## config.mk

```make
export PLATFORM = sky130hd
export DESIGN_NAME = dpll_lock_monitor
export DESIGN_NICKNAME = d
export VERILOG_FILES = /design/src/rtl/lockmon_pkg.sv /design/src/rtl/lockmon_slip_ctr.sv /design/src/rtl/lockmon_loss_merge.sv /design/src/rtl/lockmon_lock_qual.sv /design/src/rtl/dpll_lock_monitor.sv
export SDC_FILE = /design/constraint.sdc
export NUM_CORES = 1
export LEC_CHECK = 0
export ABC_AREA = 1
export BUFFER_PORTS_ARGS = -buffer_cell sky130_fd_sc_hd__buf_2
export CAP_MARGIN = 25
export CELL_PAD_IN_SITES_DETAIL_PLACEMENT = 0
export CELL_PAD_IN_SITES_GLOBAL_PLACEMENT = 2
export CORE_UTILIZATION = 33
export DETAILED_ROUTE_END_ITERATION = 10
export GPL_ROUTABILITY_DRIVEN = 1
export PLACE_DENSITY_LB_ADDON = 0.08
export RECOVER_POWER = 25
export SLEW_MARGIN = 30
export SYNTH_ARGS = -nofsm -noshare
export SYNTH_HDL_FRONTEND = slang
export SYNTH_SLANG_ARGS = --single-unit
```

## constraint.sdc

```tcl
create_clock -name clk -period 5.7 [get_ports clk]
set_clock_uncertainty 0.2 [all_clocks]
set_input_delay 1.14 -clock clk [delete_from_list [all_inputs] [get_ports clk]]
set_output_delay 1.14 -clock clk [all_outputs]
set_load 0.005 [all_outputs]
```

## src/rtl/lockmon_pkg.sv

```systemverilog
package lockmon_pkg;

  typedef enum logic [1:0] {
    BW_18HZ = 2'd0,
    BW_35HZ = 2'd1,
    BW_70HZ = 2'd2
  } bw_code_e;

  localparam logic [3:0] STEP_LO = 4'd1;
  localparam logic [3:0] STEP_HI = 4'd13;

  typedef struct packed {
    logic fine;
    logic coarse;
    logic freq_lim;
    logic idle;
  } loss_vec_t;

  function automatic logic [1:0] legal_bw(input logic [1:0] code);
    return (code == 2'd3) ? BW_70HZ : code;
  endfunction

endpackage

```

## src/rtl/lockmon_slip_ctr.sv

```systemverilog
module lockmon_slip_ctr #(
  parameter int SLIP_W = 16
) (
  input  logic                     clk,
  input  logic                     rst,
  input  logic                     ref_edge,
  input  logic                     fb_edge,
  output logic signed [SLIP_W-1:0] slip
);
  localparam logic signed [SLIP_W-1:0] POS_LIM = {1'b0, {(SLIP_W-1){1'b1}}};
  localparam logic signed [SLIP_W-1:0] NEG_LIM = -POS_LIM;
  localparam logic signed [SLIP_W-1:0] ONE     = 1;

  always_ff @(posedge clk) begin
    if (rst) begin
      slip <= '0;
    end else if (ref_edge && !fb_edge && slip != POS_LIM) begin
      slip <= slip + ONE;
    end else if (fb_edge && !ref_edge && slip != NEG_LIM) begin
      slip <= slip - ONE;
    end
  end
endmodule

```

## src/rtl/lockmon_loss_merge.sv

```systemverilog
module lockmon_loss_merge
  import lockmon_pkg::*;
#(
  parameter int SLIP_W = 16,
  parameter int FINE_W = 8
) (
  input  logic signed [SLIP_W-1:0] slip,
  input  logic signed [FINE_W-1:0] fine_err,
  input  logic                     at_freq_limit,
  input  logic                     no_activity,
  input  logic                     cfg_fine_en,
  input  logic [2:0]               cfg_fine_range,
  input  logic                     cfg_coarse_en,
  input  logic                     cfg_capture_en,
  input  logic [3:0]               cfg_coarse_step,
  input  logic                     cfg_freqlim_en,
  input  logic                     cfg_activity_en,
  output logic                     loss_any
);
  // SLIP_W must exceed 14 so the widest threshold (8191) fits below the limit.
  localparam logic [SLIP_W-1:0] U_ONE = 1;
  localparam logic [FINE_W:0]   F_ONE = 1;

  logic [3:0]        step_eff;
  logic [SLIP_W-1:0] thr_full;
  logic [SLIP_W-1:0] thr_used;
  logic [SLIP_W-1:0] slip_mag;
  logic [FINE_W:0]   fine_ext;
  logic [FINE_W:0]   fine_mag;
  logic [FINE_W:0]   range_ext;
  loss_vec_t         src;

  always_comb begin
    if (cfg_coarse_step < STEP_LO)      step_eff = STEP_LO;
    else if (cfg_coarse_step > STEP_HI) step_eff = STEP_HI;
    else                                step_eff = cfg_coarse_step;
  end

  assign thr_full  = (U_ONE << step_eff) - U_ONE;
  assign thr_used  = cfg_capture_en ? thr_full : '0;
  assign slip_mag  = slip[SLIP_W-1] ? (~slip + U_ONE) : slip;

  assign fine_ext  = {fine_err[FINE_W-1], fine_err};
  assign fine_mag  = fine_ext[FINE_W] ? (~fine_ext + F_ONE) : fine_ext;
  assign range_ext = {{(FINE_W-2){1'b0}}, cfg_fine_range};

  assign src.fine     = cfg_fine_en && (fine_mag > range_ext);
  assign src.coarse   = cfg_coarse_en && (slip_mag > thr_used);
  assign src.freq_lim = cfg_freqlim_en && at_freq_limit;
  assign src.idle     = cfg_activity_en && no_activity;

  assign loss_any = |src;
endmodule

```

## src/rtl/lockmon_lock_qual.sv

```systemverilog
module lockmon_lock_qual #(
  parameter int CNT_W = 8
) (
  input  logic             clk,
  input  logic             rst,
  input  logic             ref_edge,
  input  logic             loss_any,
  input  logic [CNT_W-1:0] lock_count,
  output logic             lock_next,
  output logic             locked
);
  localparam logic [CNT_W-1:0] C_ONE = 1;
  localparam logic [CNT_W:0]   W_ONE = 1;

  logic [CNT_W-1:0] clean_cnt;
  logic [CNT_W-1:0] cnt_next;
  logic [CNT_W-1:0] target;
  logic [CNT_W:0]   run_inc;

  assign target  = (lock_count == '0) ? C_ONE : lock_count;
  assign run_inc = {1'b0, clean_cnt} + W_ONE;

  always_comb begin
    lock_next = locked;
    cnt_next  = clean_cnt;
    if (loss_any) begin
      lock_next = 1'b0;
      cnt_next  = '0;
    end else if (!locked && ref_edge) begin
      if (run_inc >= {1'b0, target}) lock_next = 1'b1;
      else                            cnt_next  = run_inc[CNT_W-1:0];
    end
  end

  always_ff @(posedge clk) begin
    if (rst) begin
      locked    <= 1'b0;
      clean_cnt <= '0;
    end else begin
      locked    <= lock_next;
      clean_cnt <= cnt_next;
    end
  end
endmodule

```

## src/rtl/dpll_lock_monitor.sv

```systemverilog
module dpll_lock_monitor
  import lockmon_pkg::*;
#(
  parameter int SLIP_W = 16,
  parameter int FINE_W = 8,
  parameter int CNT_W  = 8
) (
  input  logic                     clk,
  input  logic                     rst,
  input  logic                     ref_edge,
  input  logic                     fb_edge,
  input  logic signed [FINE_W-1:0] fine_err,
  input  logic                     at_freq_limit,
  input  logic                     no_activity,
  input  logic                     cfg_fine_en,
  input  logic [2:0]               cfg_fine_range,
  input  logic                     cfg_coarse_en,
  input  logic                     cfg_capture_en,
  input  logic [3:0]               cfg_coarse_step,
  input  logic                     cfg_freqlim_en,
  input  logic                     cfg_activity_en,
  input  logic [CNT_W-1:0]         cfg_lock_count,
  input  logic                     cfg_force_lbw,
  input  logic [1:0]               cfg_locked_bw,
  input  logic [1:0]               cfg_acq_bw,
  output logic signed [SLIP_W-1:0] slip_pos,
  output logic                     locked,
  output logic [1:0]               bw_code,
  output logic                     nearest_req
);
  logic loss_any;
  logic lock_next;

  lockmon_slip_ctr #(.SLIP_W(SLIP_W)) u_slip (
    .clk      (clk),
    .rst      (rst),
    .ref_edge (ref_edge),
    .fb_edge  (fb_edge),
    .slip     (slip_pos)
  );

  lockmon_loss_merge #(.SLIP_W(SLIP_W), .FINE_W(FINE_W)) u_merge (
    .slip            (slip_pos),
    .fine_err        (fine_err),
    .at_freq_limit   (at_freq_limit),
    .no_activity     (no_activity),
    .cfg_fine_en     (cfg_fine_en),
    .cfg_fine_range  (cfg_fine_range),
    .cfg_coarse_en   (cfg_coarse_en),
    .cfg_capture_en  (cfg_capture_en),
    .cfg_coarse_step (cfg_coarse_step),
    .cfg_freqlim_en  (cfg_freqlim_en),
    .cfg_activity_en (cfg_activity_en),
    .loss_any        (loss_any)
  );

  lockmon_lock_qual #(.CNT_W(CNT_W)) u_qual (
    .clk        (clk),
    .rst        (rst),
    .ref_edge   (ref_edge),
    .loss_any   (loss_any),
    .lock_count (cfg_lock_count),
    .lock_next  (lock_next),
    .locked     (locked)
  );

  always_ff @(posedge clk) begin
    if (rst) begin
      bw_code     <= BW_70HZ;
      nearest_req <= 1'b0;
    end else begin
      bw_code     <= (cfg_force_lbw || lock_next) ? legal_bw(cfg_locked_bw)
                                                  : legal_bw(cfg_acq_bw);
      nearest_req <= lock_next || !cfg_capture_en;
    end
  end
endmodule

```

==> run summary <==
status: finished, final reports clean
first-pass GRT wire length: 14.1 mm
dominant cell type by area after synthesis: ha_1
Setup violations, final: 0
# diodes: 0
fraction of registers with async set/reset: 0%
iteration-0 DRC count of the detailed router: 108
Tot Pwr: 0.833 mW
Yosys cell types: 40
LEAKAGE: 2.01 nW
Final period util: 65.0%
startpoint types: input pin
vias in the first global route: 2936
Hold Crit Class: flip-flop to flip-flop
Post-CTS Setup Repair Bufs: 0
Worst Path Required: 5.70 ns
Nets: 655
largest net degree at the start of global routing: 30
total overflow reported by the global router: 0
Buffers on Ports: 58
WL per Instance: 12.3 um
post-synthesis register bit count: 28
# fillers: 1118
top cell type's share of synthesized area: 17.8%
CTS tree: built
DR pass1 iterations: 4
share of layout cells above drive strength 1: 12.0%
CTS sink cnt: 28
most common cell in the synthesized netlist: nand2_1
Post-CTS Hold Buffers: 0
PnR worst setup slack: 2.00 ns
fin crit period: 3.70 ns
Worst Tran Pin Value: 0.825 ns
Clock Latency Late Sink: 0.29 ns
H-Tree Depth: 1
total CTS buffers: 3
Fin. Hold Viols: 0
CTS clock-pin slew for the worst setup and hold paths: 0.09 ns
Core Area: 9730 um2
Initial Util: 34.0%
Rows: 36
final wirelength: 8.63 mm
routed vias/inst: 4.67
Slew Limit Fails: 0
synthesized area per cell: 6.46 um2
Seq/Total Area, Yosys: 17.0%
Top FF cell, synth: dfxtp_1
commonest cells in the synthesized netlist: nand2_1 (100), inv_1 (79), ha_1 (47)
Die H: 102 um
Fin Setup TNS: 0 ns
routed via count: 3268
Detailed Place HPWL: 7.09 mm
gr usage total: 17.1%
DR DRC count: 0
hold slack final: 0.297 ns
Placer Congestion: 0.786
I/O pin count: 59
Place WS: 1.67 ns
root buffer cell: clkbuf_8
CP Capture Type: flip-flop
Max-Cap Viols: 0
EDFF count, synth: 0
Synth Instances: 512
Max-Slew Margin vs Limit: 45.0%
worst-path maximum fanout: 8
Synth area leaders: ha_1 (18%), dfxtp_1 (17%), nand2_1 (11%), inv_1 (9.0%), a21oi_1 (6.4%)
P per Cell Area: 221 nW/um2
Final ANT Viol Nets: 0
Max Freq: 0.270 GHz
Mapped Area: 3310 um2
RSZ-0062 raised after global routing: false
post_cts resized: 0
Die Area: 10400 um2
VDD IR max: 120 uV
CTS Buffer Depth: 2
synth warn: 0
antenna violations before repair: 0
Syn-to-layout area delta: 13.9%
crit path DAT: 3.70 ns
Die Width: 102 um
Setup CP Type: input pin to flip-flop
[logic make-up (layout without fill, tap and decap cells)]
logic type / after synthesis / after routing / share of synthesized area, %
AOI/OAI and AO/OA: 86 / 86 / 14.7
other: 1 / 3 / 0.113
buffers and inverters: 91 / 144 / 10.9
DFF: 28 / 28 / 17.0
xor gates and xnor gates: 30 / 30 / 7.95
adders and majority gates: 48 / 48 / 18.4
and+or+nand+nor: 228 / 228 / 31.0
[power by group]
part,switching (mW),internal (mW),leakage (nW)
clock network,0.0678,0.0620,0.0288
logic,0.262,0.186,1.76
registers,0.0400,0.215,0.231
total,0.370,0.463,2.01
[cell type report]
class                   instances  area (um2)  area share (%)
multi-input cells             395        2390            63.5
flip-flops and latches         28         561            14.9
inverters                      82         308            8.18
repair buffers                 58         283            7.51
well taps                     133         166            4.42
clock buffers                   4        55.1            1.46
[critical path, cell delays in order]
cell and delay (ns):
buf_2 0.14, nor2_1 0.17, nand2_1 0.09, ha_1 0.24, nand2_1 0.13, inv_1 0.09
a311oi_1 0.20, o21ai_0 0.13, ha_1 0.29, nand2_1 0.04, nor2_1 0.11, nand4_1 0.12
o21ai_0 0.17, a21oi_1 0.06, nor2_1 0.12, nand2_1 0.20, a211oi_1 0.26
[worst paths after layout]
path,startpoint,end,slack [ns],cells after the start
worst min-delay path,u_qual.clean_cnt[1],u_qual.clean_cnt[1],0.30,2
worst max-delay path,cfg_coarse_step[2],u_qual.clean_cnt[4],2.00,17
worst max register to register,u_slip.slip[9],u_slip.slip[15],2.07,15
worst min register to register,u_qual.clean_cnt[1],u_qual.clean_cnt[1],0.30,2
[through the flow]
step,area (um2),instances,utilization (%)
2_1_floorplan,3310,514,-
3_3_place_gp,3720,696,38.2
3_5_place_dp,3720,696,38.2
4_1_cts,3770,700,38.8
5_1_grt,3760,700,38.7
6_report,3760,700,38.7
[registers in the layout, summed over array words and instances (netlist names)]
register and cells:
nearest_req 1, u_qual.clean_cnt 8, bw_code 2, u_slip.slip 16, u_qual.locked 1
[cell usage in the layout (no fill, tap or decap), types with 4 or more instances in the layout]
master / Yosys / layout
nor3_1: 9 / 9
nand2_1: 100 / 100
nand3b_1: 4 / 4
xor2_1: 20 / 20
xnor2_1: 10 / 10
inv_1: 79 / 79
a21oi_1: 42 / 42
or2_2: 4 / 4
clkbuf_8: 0 / 4
clkbuf_1: 4 / 6
a21o_1: 6 / 6
nand4_1: 18 / 18
nand3_1: 38 / 38
nor2_1: 45 / 45
dfxtp_1: 28 / 28
ha_1: 47 / 47
o21ai_0: 25 / 25
buf_2: 3 / 52
[metal layers]
layer / wire, um / track usage [%] / vias to the layer above
met4: 24 / 1.98 / 0
met1: 4430 / 23.9 / 1410
li1: - / - / 1811
met5: 0 / 0 / -
met2: 3890 / 29.1 / 45
met3: 281 / 2.05 / 2
Note: power is estimated with default switching activity, not from simulation.
